$ cat src/rtl/vsel_pkg.sv
package vsel_pkg;
  localparam int CODE_W = 3;

  typedef logic [CODE_W-1:0] code_t;

  typedef enum logic [1:0] {
    DIR_HOLD = 2'd0,
    DIR_DOWN = 2'd1,
    DIR_UP   = 2'd2
  } step_e;

  // Mid-range codes: the only ones a search may stop on
  function automatic logic code_stop(input code_t c);
    return (c == 3'b010) || (c == 3'b101);
  endfunction

  // Any code that means the loop is locked
  function automatic logic code_locked(input code_t c);
    return code_stop(c) || (c == 3'b001) || (c == 3'b110);
  endfunction

  // Non-stop codes move by MSB: 0 -> down, 1 -> up
  function automatic step_e code_dir(input code_t c);
    if (code_stop(c)) return DIR_HOLD;
    return c[CODE_W-1] ? DIR_UP : DIR_DOWN;
  endfunction
endpackage

$ cat src/rtl/vsel_settle_timer.sv
module vsel_settle_timer #(
  parameter int CNT_W = 8
) (
  input  logic             clk,
  input  logic             rst_n,
  input  logic             load,
  input  logic             run,
  input  logic [CNT_W-1:0] load_val,
  output logic             expired
);
  logic [CNT_W-1:0] cnt_q;

  always_ff @(posedge clk) begin
    if (!rst_n)                    cnt_q <= '0;
    else if (load)                 cnt_q <= load_val;
    else if (run && cnt_q != '0)   cnt_q <= cnt_q - 1'b1;
  end

  assign expired = run && (cnt_q == '0);
endmodule

$ cat src/rtl/vsel_step_fsm.sv
module vsel_step_fsm
  import vsel_pkg::*;
#(
  parameter  int NBANDS    = 24,
  parameter  int DEF_START = 25,
  localparam int BAND_W    = $clog2(NBANDS),
  localparam int STEP_W    = $clog2(NBANDS + 1)
) (
  input  logic              clk,
  input  logic              rst_n,
  input  logic              trig,
  input  logic              auto_en,
  input  logic [BAND_W-1:0] start_band,
  input  code_t             adc_code,
  input  logic              tick,
  output logic [BAND_W-1:0] band,
  output logic              running,
  output logic              found,
  output logic              locked,
  output logic              start_evt,
  output logic              judge_evt,
  output logic              load_evt
);
  localparam logic [BAND_W-1:0] LAST = BAND_W'(NBANDS - 1);

  function automatic logic [BAND_W-1:0] clamp_band(input logic [BAND_W-1:0] b);
    return (b > LAST) ? LAST : b;
  endfunction

  logic [BAND_W-1:0] band_q;
  logic [STEP_W-1:0] steps_q;
  logic              run_q, ok_q, lk_q;
  step_e             dir;
  logic              stop_c, edge_hit, cap_hit, fail_c, step_c;

  assign start_evt = trig && auto_en;
  assign judge_evt = run_q && auto_en && tick && !start_evt;
  assign stop_c    = code_stop(adc_code);
  assign dir       = code_dir(adc_code);
  assign edge_hit  = ((dir == DIR_DOWN) && (band_q == '0)) ||
                     ((dir == DIR_UP)   && (band_q == LAST));
  assign cap_hit   = (steps_q == STEP_W'(NBANDS - 1));
  assign fail_c    = judge_evt && !stop_c && (edge_hit || cap_hit);
  assign step_c    = judge_evt && !stop_c && !(edge_hit || cap_hit);
  assign load_evt  = start_evt || step_c;

  always_ff @(posedge clk) begin
    if (!rst_n) begin
      band_q  <= clamp_band(BAND_W'(DEF_START));
      steps_q <= '0;
      run_q   <= 1'b0;
      ok_q    <= 1'b0;
      lk_q    <= 1'b0;
    end else if (start_evt) begin
      band_q  <= clamp_band(start_band);
      steps_q <= '0;
      run_q   <= 1'b1;
      ok_q    <= 1'b0;
      lk_q    <= 1'b0;
    end else if (!auto_en) begin
      band_q  <= clamp_band(start_band);
      steps_q <= '0;
      run_q   <= 1'b0;
      ok_q    <= 1'b0;
      lk_q    <= 1'b0;
    end else if (judge_evt) begin
      steps_q <= steps_q + 1'b1;
      if (stop_c) begin
        run_q <= 1'b0;
        ok_q  <= 1'b1;
        lk_q  <= code_locked(adc_code);
      end else if (fail_c) begin
        run_q <= 1'b0;
        lk_q  <= code_locked(adc_code);
      end else if (dir == DIR_UP) begin
        band_q <= band_q + 1'b1;
      end else begin
        band_q <= band_q - 1'b1;
      end
    end
  end

  assign band    = band_q;
  assign running = run_q;
  assign found   = ok_q;
  assign locked  = lk_q;
endmodule

$ cat src/rtl/vsel_readback.sv
module vsel_readback
  import vsel_pkg::*;
#(
  parameter  int BAND_W = 5,
  localparam int RB_W   = BAND_W + CODE_W
) (
  input  logic              clk,
  input  logic              rst_n,
  input  logic              auto_en,
  input  logic              rd_en,
  input  logic              rd_hold,
  input  code_t             adc_code,
  input  logic [BAND_W-1:0] band,
  input  logic              running,
  input  logic              cp_auto,
  input  logic              cp_hi_sel,
  output logic [RB_W-1:0]   status,
  output logic              cp_high
);
  code_t code_q;
  logic  track, show;

  assign track = auto_en || (rd_en && !rd_hold);
  assign show  = auto_en || rd_en;

  always_ff @(posedge clk) begin
    if (!rst_n)     code_q <= '0;
    else if (track) code_q <= adc_code;
  end

  assign status  = {band, show ? code_q : code_t'(0)};
  assign cp_high = cp_auto ? running : cp_hi_sel;
endmodule

$ cat src/rtl/vco_band_search.sv
module vco_band_search
  import vsel_pkg::*;
#(
  parameter  int NBANDS    = 24,
  parameter  int DEF_START = 25,
  parameter  int SETTLE_W  = 8,
  localparam int BAND_W    = $clog2(NBANDS),
  localparam int RB_W      = BAND_W + CODE_W
) (
  input  logic                clk,
  input  logic                rst_n,
  input  logic                trig_wr,
  input  logic                auto_en,
  input  logic [BAND_W-1:0]   start_band,
  input  logic [SETTLE_W-1:0] settle_len,
  input  logic [CODE_W-1:0]   adc_code,
  input  logic                rd_en,
  input  logic                rd_hold,
  input  logic                cp_auto,
  input  logic                cp_hi_sel,
  output logic [BAND_W-1:0]   vco_band,
  output logic                srch_idle,
  output logic                srch_ok,
  output logic                lock_ok,
  output logic [RB_W-1:0]     status_rb,
  output logic                cp_high
);
  // Named internal events, brought out for the checker
  logic running, tick, start_evt, judge_evt, load_evt;

  vsel_settle_timer #(.CNT_W(SETTLE_W)) u_timer (
    .clk      (clk),
    .rst_n    (rst_n),
    .load     (load_evt),
    .run      (running),
    .load_val (settle_len),
    .expired  (tick)
  );

  vsel_step_fsm #(.NBANDS(NBANDS), .DEF_START(DEF_START)) u_fsm (
    .clk        (clk),
    .rst_n      (rst_n),
    .trig       (trig_wr),
    .auto_en    (auto_en),
    .start_band (start_band),
    .adc_code   (adc_code),
    .tick       (tick),
    .band       (vco_band),
    .running    (running),
    .found      (srch_ok),
    .locked     (lock_ok),
    .start_evt  (start_evt),
    .judge_evt  (judge_evt),
    .load_evt   (load_evt)
  );

  vsel_readback #(.BAND_W(BAND_W)) u_rb (
    .clk       (clk),
    .rst_n     (rst_n),
    .auto_en   (auto_en),
    .rd_en     (rd_en),
    .rd_hold   (rd_hold),
    .adc_code  (adc_code),
    .band      (vco_band),
    .running   (running),
    .cp_auto   (cp_auto),
    .cp_hi_sel (cp_hi_sel),
    .status    (status_rb),
    .cp_high   (cp_high)
  );

  assign srch_idle = !running;
endmodule

$ cat config.mk
export PLATFORM = sky130hd
export DESIGN_NAME = vco_band_search
export DESIGN_NICKNAME = d
export VERILOG_FILES = /design/src/rtl/vsel_pkg.sv /design/src/rtl/vsel_settle_timer.sv /design/src/rtl/vsel_step_fsm.sv /design/src/rtl/vsel_readback.sv /design/src/rtl/vco_band_search.sv
export SDC_FILE = /design/constraint.sdc
export NUM_CORES = 1
export LEC_CHECK = 0
export ABC_CLOCK_PERIOD_IN_PS = 1700
export BUFFER_PORTS_ARGS = -buffer_cell sky130_fd_sc_hd__buf_2
export CELL_PAD_IN_SITES_DETAIL_PLACEMENT = 0
export CELL_PAD_IN_SITES_GLOBAL_PLACEMENT = 1
export CORE_UTILIZATION = 35
export DETAILED_ROUTE_END_ITERATION = 6
export PLACE_DENSITY = 0.79
export SLEW_MARGIN = 20
export SYNTH_ARGS = -nofsm -noshare
export SYNTH_HDL_FRONTEND = slang
export SYNTH_SLANG_ARGS = --single-unit
$ cat constraint.sdc
create_clock -name clk -period 1.7 [get_ports clk]
set_input_delay 0.085 -clock clk [delete_from_list [all_inputs] [get_ports clk]]
set_output_delay 0.085 -clock clk [all_outputs]
set_load 0.05 [all_outputs]
After elaboration in Yosys (flattened, before gate mapping)
Index checks and enable logic that the tools add are counted.
{"block": "word_totals", "in_bits": 24, "rom_bits": 0, "mem_count": 0, "latch_bits": 0, "mem_bits_rw": 0, "reg_bits": 24}
{"block": "op_classes", "bitwise": 2, "n_reduce_logical": 35, "eq_ne": 12, "addsub": 4, "shifts": 0, "mul": 0, "magnitude_cmp": 1, "muxes": 22, "div_mod_pow": 0}
{"cell": "two-way mux 5 bit", "n": 7}
{"cell": "two-way mux 8 bit", "n": 2}
{"cell": "logical AND 1 bit", "n": 12}
{"cell": "adder 5 x 1 -> 5 bit, second input constant", "n": 2}
{"cell": "equality test 5 bit, second input constant", "n": 2}
{"cell": "two-way mux 1 bit", "n": 9}
{"cell": "zero test 8 bit", "n": 1}
{"cell": "logical OR 1 bit", "n": 8}
{"cell": "nonzero test 8 bit", "n": 1}
{"cell": "subtractor 8 x 1 -> 8 bit, second input constant", "n": 1}
{"cell": "equality test 3 bit, second input constant", "n": 2}
{"cell": "two-way mux 2 bit", "n": 3}
{"cell": "!= test 3 x 2 -> 1 bit, second input constant", "n": 2}
{"cell": "AND reduction 2 bit", "n": 3}
{"cell": "greater-than comparator 5 bit, second input constant", "n": 1}
{"cell": "zero test 1 bit", "n": 5}
{"cell": "zero test 5 bit", "n": 1}
{"cell": "subtractor 5 x 1 -> 5 bit, second input constant", "n": 1}
{"cell": "!= test 4 x 1 -> 1 bit, second input constant", "n": 1}
{"cell": "nonzero test 2 bit", "n": 2}
{"cell": "equality test 3 x 1 -> 1 bit, second input constant", "n": 1}
{"cell": "equality test 3 x 2 -> 1 bit, second input constant", "n": 1}
{"cell": "two-way mux 3 bit", "n": 1}
{"cell": "!= test 3 x 1 -> 1 bit, second input constant", "n": 1}
{"cell": "5 further kinds", "n": 6}

Depth between registers and ports, before layout
{"block": "logic_depth", "word_depth": 14, "ltp_mapped": 9}

By module
A second synthesis with hierarchy kept.
{"block": "hier_totals", "hier_cells": 182, "area_unflattened_um2": 1586.5}
{"module": "vsel_step_fsm", "n_inst": 1, "seq_area_each_um2": 260.2, "cells_per_inst": 93, "area_per_inst_um2": 859.6}
{"module": "vsel_settle_timer", "n_inst": 1, "seq_area_each_um2": 160.2, "cells_per_inst": 64, "area_per_inst_um2": 518.0}
{"module": "vsel_readback", "n_inst": 1, "seq_area_each_um2": 60.1, "cells_per_inst": 24, "area_per_inst_um2": 205.2}
{"module": "vco_band_search", "n_inst": 1, "seq_area_each_um2": 0.0, "cells_per_inst": 1, "area_per_inst_um2": 3.8}

Worst setup path after synthesis
Ideal clock, no wire load.
{"block": "synth_timing", "path_type": "reg-to-reg", "startpoint": "register u_fsm.band_q[0] (netlist: u_fsm.band[0])", "endpoint": "register u_timer.cnt_q[0]", "stages_incl_launch_ff": 7, "arrival_time_ps": 1881, "path_slack_ps": -255, "setup_ps": 74, "path_buffers": 1, "t_required_ps": 1626, "cell_sequence": "dfxtp_1 > and4b_1 > nand4_1 > a41oi_4 > buf_6 > nand3_1 > o21ai_0"}
{"block": "synth_via", "elab_chain_len": 8, "elab_cells_between_ends": 11, "cone_classes": "1 x eq/ne; 1 x mux; 9 x reduce/logical"}
{"item": "from (decl)", "line": "vsel_step_fsm.sv:30", "text": "logic [BAND_W-1:0] band_q;"}
{"item": "from (signal assigned)", "line": "vsel_step_fsm.sv:49", "text": "band_q <= clamp_band(BAND_W'(DEF_START));"}
{"item": "from (signal assigned)", "line": "vsel_step_fsm.sv:55", "text": "band_q <= clamp_band(start_band);"}
{"item": "from (signal assigned)", "line": "vsel_step_fsm.sv:61", "text": "band_q <= clamp_band(start_band);"}
{"item": "equality test 5 bit or zero test 5 bit (tied branches)", "line": "vsel_step_fsm.sv:41, vsel_step_fsm.sv:40"}
{"item": "logical AND 1 bit, on equally long branches", "line": "vsel_step_fsm.sv:41, vsel_step_fsm.sv:40"}
{"item": "logical OR 1 bit (*)", "line": "vsel_step_fsm.sv:40", "text": "assign edge_hit = ((dir == DIR_DOWN) && (band_q == '0)) ||"}
{"item": "logical OR 1 bit (*)", "line": "vsel_step_fsm.sv:44", "text": "assign step_c = judge_evt && !stop_c && !(edge_hit || cap_hit);"}
{"item": "zero test 1 bit (*)", "line": "vsel_step_fsm.sv:44"}
{"item": "logical AND 1 bit (*)", "line": "vsel_step_fsm.sv:44"}
{"item": "logical OR 1 bit (*)", "line": "vsel_step_fsm.sv:45", "text": "assign load_evt = start_evt || step_c;"}
{"item": "two-way mux 8 bit or nonzero test 2 bit (tied branches)"}
{"item": "to (signal assigned)", "line": "vsel_settle_timer.sv:15", "text": "else if (load) cnt_q <= load_val;"}
{"item": "to (signal assigned)", "line": "vsel_settle_timer.sv:16", "text": "else if (run && cnt_q != '0) cnt_q <= cnt_q - 1'b1;"}
{"item": "to (decl)", "line": "vsel_settle_timer.sv:11", "text": "logic [CNT_W-1:0] cnt_q;"}
Mark *: on every way between the ends. The rest lies on a longest branch, timed or not.
A chain may end at the register's enable or synchronous reset.

Worst setup path in the final report
{"block": "layout_timing", "startpoint": "register u_timer.cnt_q[0]", "endpoint": "register u_fsm.band_q[1] (netlist: u_fsm.band[1])"}
{"block": "layout_via", "elab_chain_len": 8, "elab_cells_between_ends": 9, "cone_classes": "2 x eq/ne; 7 x reduce/logical"}
{"item": "zero test 8 bit (*)", "line": "vsel_settle_timer.sv:19", "text": "assign expired = run && (cnt_q == '0);"}
{"item": "logical AND 1 bit (*)", "line": "vsel_settle_timer.sv:19"}
{"item": "logical AND 1 bit (*) (2 in a row)", "line": "vsel_step_fsm.sv:37", "text": "assign judge_evt = run_q && auto_en && tick && !start_evt;"}
{"item": "logical AND 1 bit (2 in a row)", "line": "vsel_step_fsm.sv:43", "text": "assign fail_c = judge_evt && !stop_c && (edge_hit || cap_hit);"}
{"item": "!= test 3 x 2 -> 1 bit (no source line)"}
{"item": "AND reduction 3 bit (no source line) (*)"}
Marks and branches as above.

==> qor.csv <==
stage;metric;value;unit
run_status;status;finished, violations left;
run_status;failed_checks;setup timing;
finish;area.growth.synth_to_final;34.1;%
timing;fin_crit_sh;1.01;
clock_tree;h-tree-depth;1;
detailed_routing;drc_errors;0;
worst_setup_path;cp_slowest_stage_delay;350;ps
floorplan;die_y;68.7;microns
worst_setup_path;startpoint;u_timer.cnt_q[0];
logic_synthesis;synth_async_sr_flop_share;0;
worst_setup_path;critical_path.endpoint;u_fsm.band[1];
worst_setup_path;end_kind;register;
logic_synthesis;synthCells;176;
clock_tree;clockBufferDepth;2;
pwr;leakagePower;0.937;nW
timing;skew;4.54;ps
detailed_routing;detail-route-antenna-nets;0;
logic_synthesis;netlist_area;1560;sq um
logic_synthesis;yosysWarnings;0;
clock_tree;cts_sinks;24;
timing;rsz0062_at_grt;yes;
finish;final_cells;287;
detailed_routing;detail_route.wl_per_cell;13.5;microns
worst_hold_path;worstHoldStart;settle_len[3];
worst_setup_path;crit_slowest_cell;a311o_1;
worst_setup_path;r2r_setup_slack;-20;ps
global_route;gr-total-overflow;0;
pwr;p_clk_frac;0.226;
pwr;power_frac_comb;0.355;
global_route;grt_max_degree;13;
detailed_routing;first_pass_iters;4;
timing;relSlewSlack;0.751;
pwr;swShare;0.335;
clock_tree;hold_buffers;0;
detailed_routing;num_vias;1441;
placement;place_hpwl;2770;microns
worst_setup_path;worstSetupPathType;reg2reg;
worst_setup_path;worst_r2r_endpoint;u_fsm.band[1];
clock_tree;clkTransAtPathRegs;80;ps
finish;fin_util;0.504;
worst_setup_path;crit_fanout;8;
floorplan;die_width;68.7;microns
floorplan;coreArea;4140;sq um
finish;drive_above_1_share;0.409;
finish;fin_nets;270;
logic_synthesis;synth_fp_nets;207;
placement;io_buffers;40;
timing;slew_viol_final;0;
worst_setup_path;ff2ff_path_depth;6;
clock_tree;clk_latency;270;ps
job;maxCapViolations;0;
logic_synthesis;ys_seq_elements;24;
timing;finalHoldViolCount;0;
finish;diodes;0;
global_route;grtUsageTotal;0.172;
timing;fmax;580;MHz
detailed_routing;wirelength;3870;microns
finish;final_common_cell;buf_2;
timing;finalCriticalPeriod;1720;ps
worst_setup_path;crit_required;1860;ps
clock_tree;cts_buffers;3;
clock_tree;root_buffer;clkbuf_8;
logic_synthesis;yosys.cell_types.count;46;
global_route;antenna_found_initial;0;
pwr;peakVddDrop;0.297;mV
worst_hold_path;hp-class;in2reg;
worst_setup_path;arrival;1890;ps
placement;place_inst;278;
global_route;grt_first_pass_wirelength;5940;microns
timing;setup_tns;-30.2;ps
floorplan;rows;23;
logic_synthesis;synth_edf_count;0;
global_route;grt_pass1_vias;1339;
pwr;power.density;712;nW/um^2
floorplan;start_util;0.376;
floorplan;die_area;4720;sq um
pwr;power_frac_seq;0.419;
logic_synthesis;postSynthAreaPerCell;8.85;sq um
logic_synthesis;yosysSeqAreaShare;0.308;
pwr;p_int;0.990;mW
detailed_routing;vias_per_cell;5.02;
clock_tree;cts_tree;built;
finish;final_cell_mix;buf_2 (40), buf_4 (27), dfxtp_1 (17);
worst_setup_path;crit_path_cell_trace;inv_2 > ha_4 > nor4b_4 > and4_4 > nand4_4 > a311o_1;
timing;tightestPinTransition;374;ps
worst_setup_path;reg2reg_from;u_timer.cnt_q[0];
detailed_routing;drt-initial-drc-count;61;
floorplan;ios;41;
pwr;switchingPower;0.498;mW
timing;hold_slack;43.7;ps
timing;setup_viol;4;
logic_synthesis;synth-main-ff-cell;dfxtp_1;
worst_setup_path;startpoint_type;register;
placement;gp_congestion;0.783;
timing;fin_ws;-22.7;ps
[power by group through the flow]
| stage | registers [mW] | logic, mW | clock network, mW |
|---|---|---|---|
| 2_1_floorplan | 0.669 | 0.291 | 0 |
| 3_3_place_gp | 0.634 | 0.469 | 0 |
| 3_5_place_dp | 0.635 | 0.474 | 0 |
| 4_1_cts | 0.622 | 0.492 | 0.348 |
| 5_1_grt | 0.627 | 0.581 | 0.366 |
| 6_report | 0.623 | 0.529 | 0.336 |
[routing by layer]
layer | global-route usage | wire (microns)
met5 | 0 | 0
met4 | 0.0689 | 55
met3 | 0.0247 | 134
met2 | 0.286 | 1790
met1 | 0.223 | 1890
[cells in the mapped netlist (4+ instances only)]
library cell / instances / share of area
xnor2_1: 6 / 0.034
ha_1: 6 / 0.048
nand3_1: 8 / 0.026
nand2_1: 13 / 0.031
xor2_1: 5 / 0.028
o21ai_0: 9 / 0.029
buf_4: 5 / 0.024
nor2b_1: 8 / 0.032
dfxtp_1: 24 / 0.31
nand4_1: 5 / 0.020
mux2i_1: 8 / 0.051
a21oi_1: 10 / 0.032
nor2_1: 12 / 0.029
inv_1: 10 / 0.024
o211a_1: 6 / 0.039
nand2b_1: 4 / 0.016
[critical path, delay by kind of cell (launching register included)]
kind	cells	cell delay, ps
AND/OR/NAND/NOR	3	710
AO/OA/AOI/OAI	1	350
flip-flops	1	340
adder cells (fa/ha/maj)	1	140
buffers and inverters	1	80
[how the worst min path moves through the flow]
| stage | end | slack [ps] | cells after the start |
|---|---|---|---|
| finish | u_timer.cnt_q[3] | 40 | 3 |
| CTS | u_timer.cnt_q[2] | 50 | 2 |
| floorplan | u_timer.cnt_q[0] | 220 | 2 |
| global placement | u_timer.cnt_q[5] | 330 | 2 |
| detailed placement | u_timer.cnt_q[5] | 330 | 2 |
| global route | u_timer.cnt_q[3] | 50 | 3 |
[state kept, by name, indices dropped and copies added, names as in the netlist]
name           cells
u_rb.code_q        3
u_timer.cnt_q      8
u_fsm.running      1
u_fsm.steps_q      5
u_fsm.band         5
u_fsm.locked       1
u_fsm.found        1
[kinds of logic (layout without fill, tap and decap cells)]
family	Yosys count	in the layout	share of synthesized area
xor+xnor	11	11	0.0618
simple gates	66	66	0.255
fa+ha+maj	7	7	0.0610
flops	24	24	0.308
mux	9	9	0.0586
compound gates	39	40	0.185
buf+inv	20	80	0.0707
[area by class of cell]
| cell class | count | area, sq um |
|---|---|---|
| repair buffers | 67 | 403 |
| clock buffers | 3 | 41.3 |
| multi-input cells | 133 | 1060 |
| fillers | 418 | 2050 |
| inverters | 10 | 37.5 |
| well taps | 50 | 62.6 |
| flip-flops and latches | 24 | 489 |
[metrics by stage]
step	instance area, sq um	power (mW)	worst slack, ps
6_report	2090	1.49	-22.7
5_1_grt	2090	1.57	-126
4_1_cts	2030	1.46	8.34
3_5_place_dp	1930	1.11	-119
3_3_place_gp	1930	1.10	-96.6
2_1_floorplan	1580	0.960	-67.3
[what timing repair did]
| action | 4_1_cts | 5_1_grt |
|---|---|---|
| buffers inserted | 1 | 4 |
| cloned | 1 | 0 |
| resized for setup | 7 | 11 |
| endpoints found under the setup margin | 12 | 19 |
| pin swaps | 3 | 11 |
Power figures use the tool's default switching activity.
